==> src/rtl/fpst_pkg.sv <==
package fpst_pkg;

    localparam logic [6:0] OPC_FP_STORE = 7'b0100111;
    localparam logic [2:0] F3_WORD      = 3'b010;
    localparam int         WORD_W       = 32;
    localparam int         STRB_W       = WORD_W / 8;
    localparam int         DISP_W       = 12;

    typedef enum logic [1:0] {
        ST_IDLE   = 2'd0,
        ST_DECODE = 2'd1,
        ST_WRITE  = 2'd2
    } fpst_state_e;

endpackage

==> src/rtl/fpst_decode.sv <==
module fpst_decode
    import fpst_pkg::*;
#(
    parameter int XLEN = 32
) (
    input  logic [31:0]     instr,
    input  logic [XLEN-1:0] base,
    output logic            is_store,
    output logic [4:0]      base_idx,
    output logic [4:0]      src_idx,
    output logic [XLEN-1:0] eff_addr,
    output logic            misaligned
);

    localparam int EXT_W = XLEN - DISP_W;

    logic [DISP_W-1:0] disp;
    logic [XLEN-1:0]   disp_ext;

    always_comb begin
        is_store   = (instr[6:0] == OPC_FP_STORE) && (instr[14:12] == F3_WORD);
        base_idx   = instr[19:15];
        src_idx    = instr[24:20];
        disp       = {instr[31:25], instr[11:7]};
        disp_ext   = {{EXT_W{disp[DISP_W-1]}}, disp};
        eff_addr   = base + disp_ext;
        misaligned = (eff_addr[1:0] != 2'b00);
    end

endmodule

==> src/rtl/fpst_datasel.sv <==
module fpst_datasel
    import fpst_pkg::*;
#(
    parameter int FLEN = 64
) (
    input  logic [FLEN-1:0]   freg,
    output logic [WORD_W-1:0] word
);

    generate
        if (FLEN == WORD_W) begin : g_narrow
            assign word = freg;
        end else begin : g_wide
            logic unused_box;
            assign word       = freg[WORD_W-1:0];
            assign unused_box = ^freg[FLEN-1:WORD_W];
        end
    endgenerate

endmodule

==> src/rtl/fp_word_store.sv <==
module fp_word_store
    import fpst_pkg::*;
#(
    parameter int XLEN = 32,
    parameter int FLEN = 64
) (
    input  logic              clk,
    input  logic              rst_n,
    input  logic              instr_valid,
    input  logic [31:0]       instr_word,
    output logic              busy,
    output logic [4:0]        ireg_idx,
    input  logic [XLEN-1:0]   ireg_data,
    output logic [4:0]        freg_idx,
    input  logic [FLEN-1:0]   freg_data,
    output logic              mem_valid,
    input  logic              mem_ready,
    output logic [XLEN-1:0]   mem_addr,
    output logic [WORD_W-1:0] mem_wdata,
    output logic [STRB_W-1:0] mem_strb,
    output logic              done,
    output logic              exc_misaligned,
    output logic [XLEN-1:0]   exc_addr,
    output logic              illegal
);

    typedef struct packed {
        fpst_state_e       st;
        logic [31:0]       instr;
        logic [XLEN-1:0]   addr;
        logic [WORD_W-1:0] wdata;
        logic              done;
        logic              exc;
        logic              ill;
    } regs_t;

    regs_t r_q, r_d;

    logic              dec_store;
    logic [XLEN-1:0]   dec_addr;
    logic              dec_misal;
    logic [WORD_W-1:0] src_word;

    fpst_decode #(.XLEN(XLEN)) u_decode (
        .instr      (r_q.instr),
        .base       (ireg_data),
        .is_store   (dec_store),
        .base_idx   (ireg_idx),
        .src_idx    (freg_idx),
        .eff_addr   (dec_addr),
        .misaligned (dec_misal)
    );

    fpst_datasel #(.FLEN(FLEN)) u_datasel (
        .freg (freg_data),
        .word (src_word)
    );

    always_comb begin
        r_d      = r_q;
        r_d.done = 1'b0;
        r_d.exc  = 1'b0;
        r_d.ill  = 1'b0;
        case (r_q.st)
            ST_IDLE: begin
                if (instr_valid) begin
                    r_d.instr = instr_word;
                    r_d.st    = ST_DECODE;
                end
            end
            ST_DECODE: begin
                if (!dec_store) begin
                    r_d.ill = 1'b1;
                    r_d.st  = ST_IDLE;
                end else if (dec_misal) begin
                    r_d.exc  = 1'b1;
                    r_d.addr = dec_addr;
                    r_d.st   = ST_IDLE;
                end else begin
                    r_d.addr  = dec_addr;
                    r_d.wdata = src_word;
                    r_d.st    = ST_WRITE;
                end
            end
            ST_WRITE: begin
                if (mem_ready) begin
                    r_d.done = 1'b1;
                    r_d.st   = ST_IDLE;
                end
            end
            default: r_d.st = ST_IDLE;
        endcase
    end

    always_ff @(posedge clk) begin
        if (!rst_n) begin
            r_q <= '{st: ST_IDLE, default: '0};
        end else begin
            r_q <= r_d;
        end
    end

    assign busy           = (r_q.st != ST_IDLE);
    assign mem_valid      = (r_q.st == ST_WRITE);
    assign mem_addr       = r_q.addr;
    assign mem_wdata      = r_q.wdata;
    assign mem_strb       = {STRB_W{1'b1}};
    assign done           = r_q.done;
    assign exc_misaligned = r_q.exc;
    assign exc_addr       = r_q.addr;
    assign illegal        = r_q.ill;

    p_ill_no_req_r1: assert property (@(posedge clk) disable iff (!rst_n)
        illegal |-> !mem_valid && !done && !exc_misaligned);

    p_req_aligned_r5: assert property (@(posedge clk) disable iff (!rst_n)
        mem_valid |-> mem_addr[1:0] == 2'b00);

    p_exc_misaligned_r5: assert property (@(posedge clk) disable iff (!rst_n)
        exc_misaligned |-> exc_addr[1:0] != 2'b00);

    p_hold_r6: assert property (@(posedge clk) disable iff (!rst_n)
        mem_valid && !mem_ready |=> mem_valid && $stable(mem_addr) && $stable(mem_wdata));

    p_done_after_hs_r7: assert property (@(posedge clk) disable iff (!rst_n)
        mem_valid && mem_ready |=> done && !mem_valid);

    p_pulse_onehot_r7: assert property (@(posedge clk) disable iff (!rst_n)
        $onehot0({done, exc_misaligned, illegal}));

    p_req_busy_r8: assert property (@(posedge clk) disable iff (!rst_n)
        mem_valid |-> busy);

    p_accept_r8: assert property (@(posedge clk) disable iff (!rst_n)
        !busy && instr_valid |=> busy);

endmodule

==> config.mk <==
export PLATFORM = sky130hd
export DESIGN_NAME = fp_word_store
export DESIGN_NICKNAME = d
export VERILOG_FILES = /design/src/rtl/fpst_pkg.sv /design/src/rtl/fpst_decode.sv /design/src/rtl/fpst_datasel.sv /design/src/rtl/fp_word_store.sv
export SDC_FILE = /design/constraint.sdc
export NUM_CORES = 1
export LEC_CHECK = 0
export BUFFER_PORTS_ARGS = -buffer_cell sky130_fd_sc_hd__buf_2
export CAP_MARGIN = 30
export CORE_AREA = 2 2 148 150
export CTS_CLUSTER_DIAMETER = 40
export DETAILED_ROUTE_END_ITERATION = 12
export DIE_AREA = 0 0 150 152
export GPL_ROUTABILITY_DRIVEN = 0
export GPL_TIMING_DRIVEN = 0
export PLACE_DENSITY_LB_ADDON = 0.15
export SKIP_LAST_GASP = 1
export SYNTH_ARGS = -nofsm -noshare
export SYNTH_HDL_FRONTEND = slang
export SYNTH_SLANG_ARGS = --single-unit
==> constraint.sdc <==
create_clock -name clk -period 3.9 [get_ports clk]
set_clock_uncertainty 0.05 [all_clocks]
set_input_delay 1.17 -clock clk [delete_from_list [all_inputs] [get_ports clk]]
set_output_delay 1.17 -clock clk [all_outputs]
set_load 0.05 [all_outputs]
**Word-level counts from Yosys, hierarchy flattened**

Index checks and enable logic that the tools add are counted.

- Multiplexer cells: 8
- Bitwise logic cells: 1
- Eq/ne operators: 6
- $add $sub $neg: 1
- Reductions and logical operators: 11

Operator list:

| operator | count |
|---|---|
| $mux W34 | 1 |
| $add A32 B32 Y32 | 1 |
| $reduce_and A2 Y1 | 5 |
| $eq A7 B6 Y1 const B | 1 |
| $mux W2 | 3 |
| $pmux W2 S3 | 1 |
| $reduce_and A3 Y1 | 2 |
| $reduce_bool A2 Y1 | 2 |
| $eq A3 B2 Y1 const B | 1 |
| $mux W1 | 3 |
| $eq A2 B1 Y1 const B | 1 |
| $eq A2 B2 Y1 const B | 1 |
| $logic_not A2 Y1 | 1 |
| $ne A2 B1 Y1 const B | 1 |
| $ne A2 B2 Y1 const B | 1 |
| $logic_and A1 B1 Y1 | 1 |
| $not A1 Y1 | 1 |

- Register bits after elaboration: 101
- Output and inout port bits: 115
- Logic and storage cells: 34

**Depth between registers and ports, before layout**

- Word-level depth: 5
- Mapped depth: 9
- Gate-level depth less buffers: 9

**Cells and area by module**

Synthesis repeated with hierarchy kept, for this count alone.

- Cells, all modules: 821
- Area, all modules: 6899.1 um^2

By module, submodules not included:

| module | cells an instance | times used | area each (um^2) |
|---|---|---|---|
| fp_word_store | 535 | 1 | 4805.9 |
| fpst_decode | 254 | 1 | 1853.0 |
| fpst_datasel | 32 | 1 | 240.2 |

**Worst setup path after synthesis**

No wires, ideal clock.

- Kind: input port to flip-flop
- Start point: in ireg_data[0]
- End point: reg r_q, in the netlist exc_addr[26]
- Required time: 3.722 ns
- Buffers on the path: 0
- Stages on the path: 9
- Setup slack: 0.454 ns
- Arrival time: 3.268 ns
- Cell sequence: ha_1 > fa_1 > a21o_1 > a221oi_2 > o2111ai_1 > a311o_1 > a31oi_1 > xnor2_1 > o21ai_1

- Cells in the longest elaborated chain, start to end: 1

RTL lines:

| element | RTL line | text |
|---|---|---|
| start: declaration | fp_word_store.sv:13 | `input logic [XLEN-1:0] ireg_data,` |
| $add A32 B32 Y32 | fpst_decode.sv:26 | `eff_addr = base + disp_ext;` |
| end signal: assignment | fp_word_store.sv:99 | `r_q <= r_d;` |
| end: declaration | fp_word_store.sv:37 | `regs_t r_q, r_d;` |

Every way passes these cells.
A chain may end at the register's enable or synchronous reset.

**Final worst setup path**

- Start point: in ireg_data[0]
- End point: reg r_q, in the netlist exc_addr[28]

The elaborated chain is that of the path after synthesis.

==> run_results.csv <==
group,metric,value,unit
placed_design,placed_area,7710,µm²
finish,drive_gt1_share,33.6,%
timing,slew_violations,0,
power_and_ir_drop,combPwrFrac,18.6,%
clock_tree,cts_root_buf,"clkbuf_16",
routing,drc,0,
worst_setup_path,reg2reg_slack,0.65,ns
power_and_ir_drop,p_int,1.67,mW
yosys,synth_cells,798,
yosys,synth_area,6300,µm²
finish,fin_cells,1310,
yosys,synth.largest_area_cell,"dfxtp_1",
routing,avgViaCountPerCell,4.52,
power_and_ir_drop,leakagePower,3.89,nW
floorplan,dieWidth,150,µm
floorplan,die_h,152,µm
yosys,ys_seq_elements,101,
min_path,worstHoldStart,"mem_wdata[25]$_SDFFE_PN0N_",
finish,postLayoutCellArea,8030,µm²
timing,fmax,0.274,GHz
worst_setup_path,path_max_fanout,6,
clock_tree,clock_latency,0.36,ns
routing,drt_iter0_markers,429,
yosys,ys_types,60,
clock_tree,clock_path_buffers,2,
placed_design,port_buffers,210,
global_routing,grt_pass1_wl,29100,µm
global_routing,grt_use_total,16.4,%
global_routing,met2_usage,25.6,%
worst_setup_path,worstRegToRegCells,10,
yosys,avgSynthCellArea,7.89,µm²
yosys,ys_top_cells_by_area,"dfxtp_1 (32%), buf_4 (13%), nand2_1 (10%)",
power_and_ir_drop,seqPwrFrac,44.2,%
clock_tree,clk_pin_slew,0.07,ns
yosys,synth_commonest_cells,"nand2_1 (174), buf_4 (110), dfxtp_1 (101)",
yosys,synth_edf_count,0,
worst_setup_path,arrival,3.84,ns
global_routing,antenna_found_initial,4,
power_and_ir_drop,p_switching,729,µW
yosys,synth_most_common_cell,"nand2_1",
routing,routedWlPerCell,14.6,µm
worst_setup_path,endpoint_kind,"register",
yosys,synth_flop_cell,"dfxtp_1",
placed_design,hpwl,15100,µm
floorplan,die_area,22800,µm²
timing,rsz0062_at_grt,"no",
floorplan,ioPinCount,247,
timing,hold_violations,0,
job,cap_violations,0,
yosys,synth_warnings,0,
timing,tightest_slew,0.995,ns
min_path,hp-class,"register to register",
finish,areaGrowthSynthToFinish,27.5,%
global_routing,overflow,0,
routing,drtAntennaViolNets,0,
placed_design,dp.cells,1291,
yosys,seq_area_frac_synth,32.1,%
yosys,postSynth.asyncResetShare,0,%
yosys,synth_top_area_share,32.1,%
floorplan,initial_utilization,29.5,%
clock_tree,post_cts_buffers,0,
clock_tree,cts_tree,"built",
floorplan,core_area,21400,µm²
worst_setup_path,crit_type,"primary input to register",
floorplan,num_rows,54,
global_routing,top_usage_layer,"met2",
routing,dr.pass1.iters,5,
worst_setup_path,worstSetupStartpoint,"ireg_data[0]",
min_path,holdPathEnd,"mem_wdata[25]$_SDFFE_PN0N_",
clock_tree,ctsHoldBuffers,0,
global_routing,grt_util_met3,4.05,%
clock_tree,cts_num_sinks,101,
power_and_ir_drop,ir_drop,0.203,mV
global_routing,grtUsageMet1,22.6,%
worst_setup_path,r2r_end,"exc_addr[31]$_SDFFE_PN0P_",
routing,vias,5916,
finish,num-fill-cells,2317,
timing,setup-violations-final,0,
status,status,"finished, final reports clean",
worst_setup_path,cp.required,4.09,ns
clock_tree,cts_htree_levels,3,
power_and_ir_drop,swShare,30.4,%
clock_tree,cts_resized,0,
finish,nets,1187,
clock_tree,cts_buffers,9,
global_routing,grt_pass1_vias,5259,
routing,wl,19200,µm
worst_setup_path,startpoint_type,"primary input",
power_and_ir_drop,p_clk_share,37.2,%
min_path,holdPathStages,2,
worst_setup_path,r2r-start,"r_q[98]$_SDFFE_PN0P_",
power_and_ir_drop,power.density,299,nW/µm²
timing,relSlewSlack,33.0,%
global_routing,grt_max_degree,23,
timing,post-route-min-period,3.65,ns
timing,fin_crit_sh,93.6,%
==> worst max path at each step <==
| stage | slack [ns] | to | depth (start not counted) |
|---|---|---|---|
| 2_1_floorplan | 0.45 | exc_addr[26]$_SDFFE_PN0P_ | 9 |
| 5_1_grt | 0.14 | exc_addr[28]$_SDFFE_PN0P_ | 10 |
| 3_5_place_dp | -0.04 | exc_addr[26]$_SDFFE_PN0P_ | 10 |
| 4_1_cts | 0.33 | exc_addr[31]$_SDFFE_PN0P_ | 9 |
| 3_3_place_gp | -0.01 | exc_addr[26]$_SDFFE_PN0P_ | 10 |
| 6_report | 0.25 | exc_addr[28]$_SDFFE_PN0P_ | 10 |
==> power groups by stage <==
stage                     sequential (mW)  combinational [mW]  clock, mW
after floorplan                      1.09               0.295          0
after global placement               1.09               0.438          0
after detailed placement             1.09               0.438          0
after CTS                            1.07               0.440      0.926
after global routing                 1.07               0.497      0.958
final                                1.06               0.447      0.893
==> worst max-delay path, stage by stage <==
cell and delay [ns]:
buf_2 0.10, ha_1 0.21, fa_1 0.42, a21o_1 0.22
a221oi_2 0.54, o2111ai_1 0.33, a31o_2 0.35, a21boi_1 0.27
or4_1 0.16, nand3_1 0.07
==> through the flow <==
stage | power [mW] | setup slack (ns) | hold WS [ns] | setup TNS, ns | utilization [%]
floorplan | 1.38 | 0.454 | 0.385 | 0 | -
global placement | 1.53 | -0.0146 | 0.392 | -0.0242 | 36.1
detailed placement | 1.53 | -0.0396 | 0.395 | -0.0493 | 36.1
CTS | 2.43 | 0.329 | 0.406 | 0 | 37.5
global route | 2.52 | 0.138 | 0.428 | 0 | 37.6
finish | 2.40 | 0.249 | 0.403 | 0 | 37.6
==> cell families after synthesis <==
kind of cell / synth area share (%)
mux: 0.318
flops: 32.1
other cells: 0.0595
xor+xnor: 2.09
fa+ha+maj: 6.47
buf+inv: 16.3
simple gates: 19.4
compound gates: 23.3
==> placed cells by master, fill, tap and decap left out, types with 3 or more instances in the layout <==
cell type / n
nand4_1: 8
a21boi_0: 40
nor2_1: 18
and3_1: 9
xor2_1: 8
nand2b_1: 3
o21ai_0: 24
o211ai_1: 5
xnor2_1: 7
buf_4: 110
o21a_1: 6
nor3_1: 4
a31oi_1: 7
ha_1: 31
inv_1: 9
o31ai_1: 5
dfxtp_1: 101
o2111ai_1: 3
buf_2: 212
a21o_1: 10
a21boi_1: 35
o21ai_1: 11
o311ai_1: 4
nor2b_1: 6
nand3_1: 27
and2_1: 10
nand2_1: 174
clkbuf_16: 9
o211a_1: 3
or3_1: 5
a21oi_1: 38
conb_1: 4
clkbuf_1: 39
==> flip-flops by register name, indices dropped and copies added (netlist names) <==
name	cells
exc_addr	32
illegal	1
exc_misaligned	1
r_q	34
mem_wdata	32
done	1
==> area by class of cell <==
class	count	area, µm²	area share (%)
Buffer	151	990	12.3
Timing Repair Buffer	211	1080	13.4
Sequential cell	101	2020	25.2
Multi-Input combinational cell	539	3260	40.6
Clock buffer	10	229	2.85
Tap cell	280	350	4.36
Antenna cell	2	5.00	0.0623
Inverter	10	37.5	0.467
Clock inverter	6	56.3	0.701
==> routing by layer <==
metal  vias up  part of all wire [%]
met5         -                  0.14
met3        12                   6.3
met1      2632                    48
met4         4                  0.86
met2       171                    44
li1       3097                     -
Power figures use the tool's default switching activity.
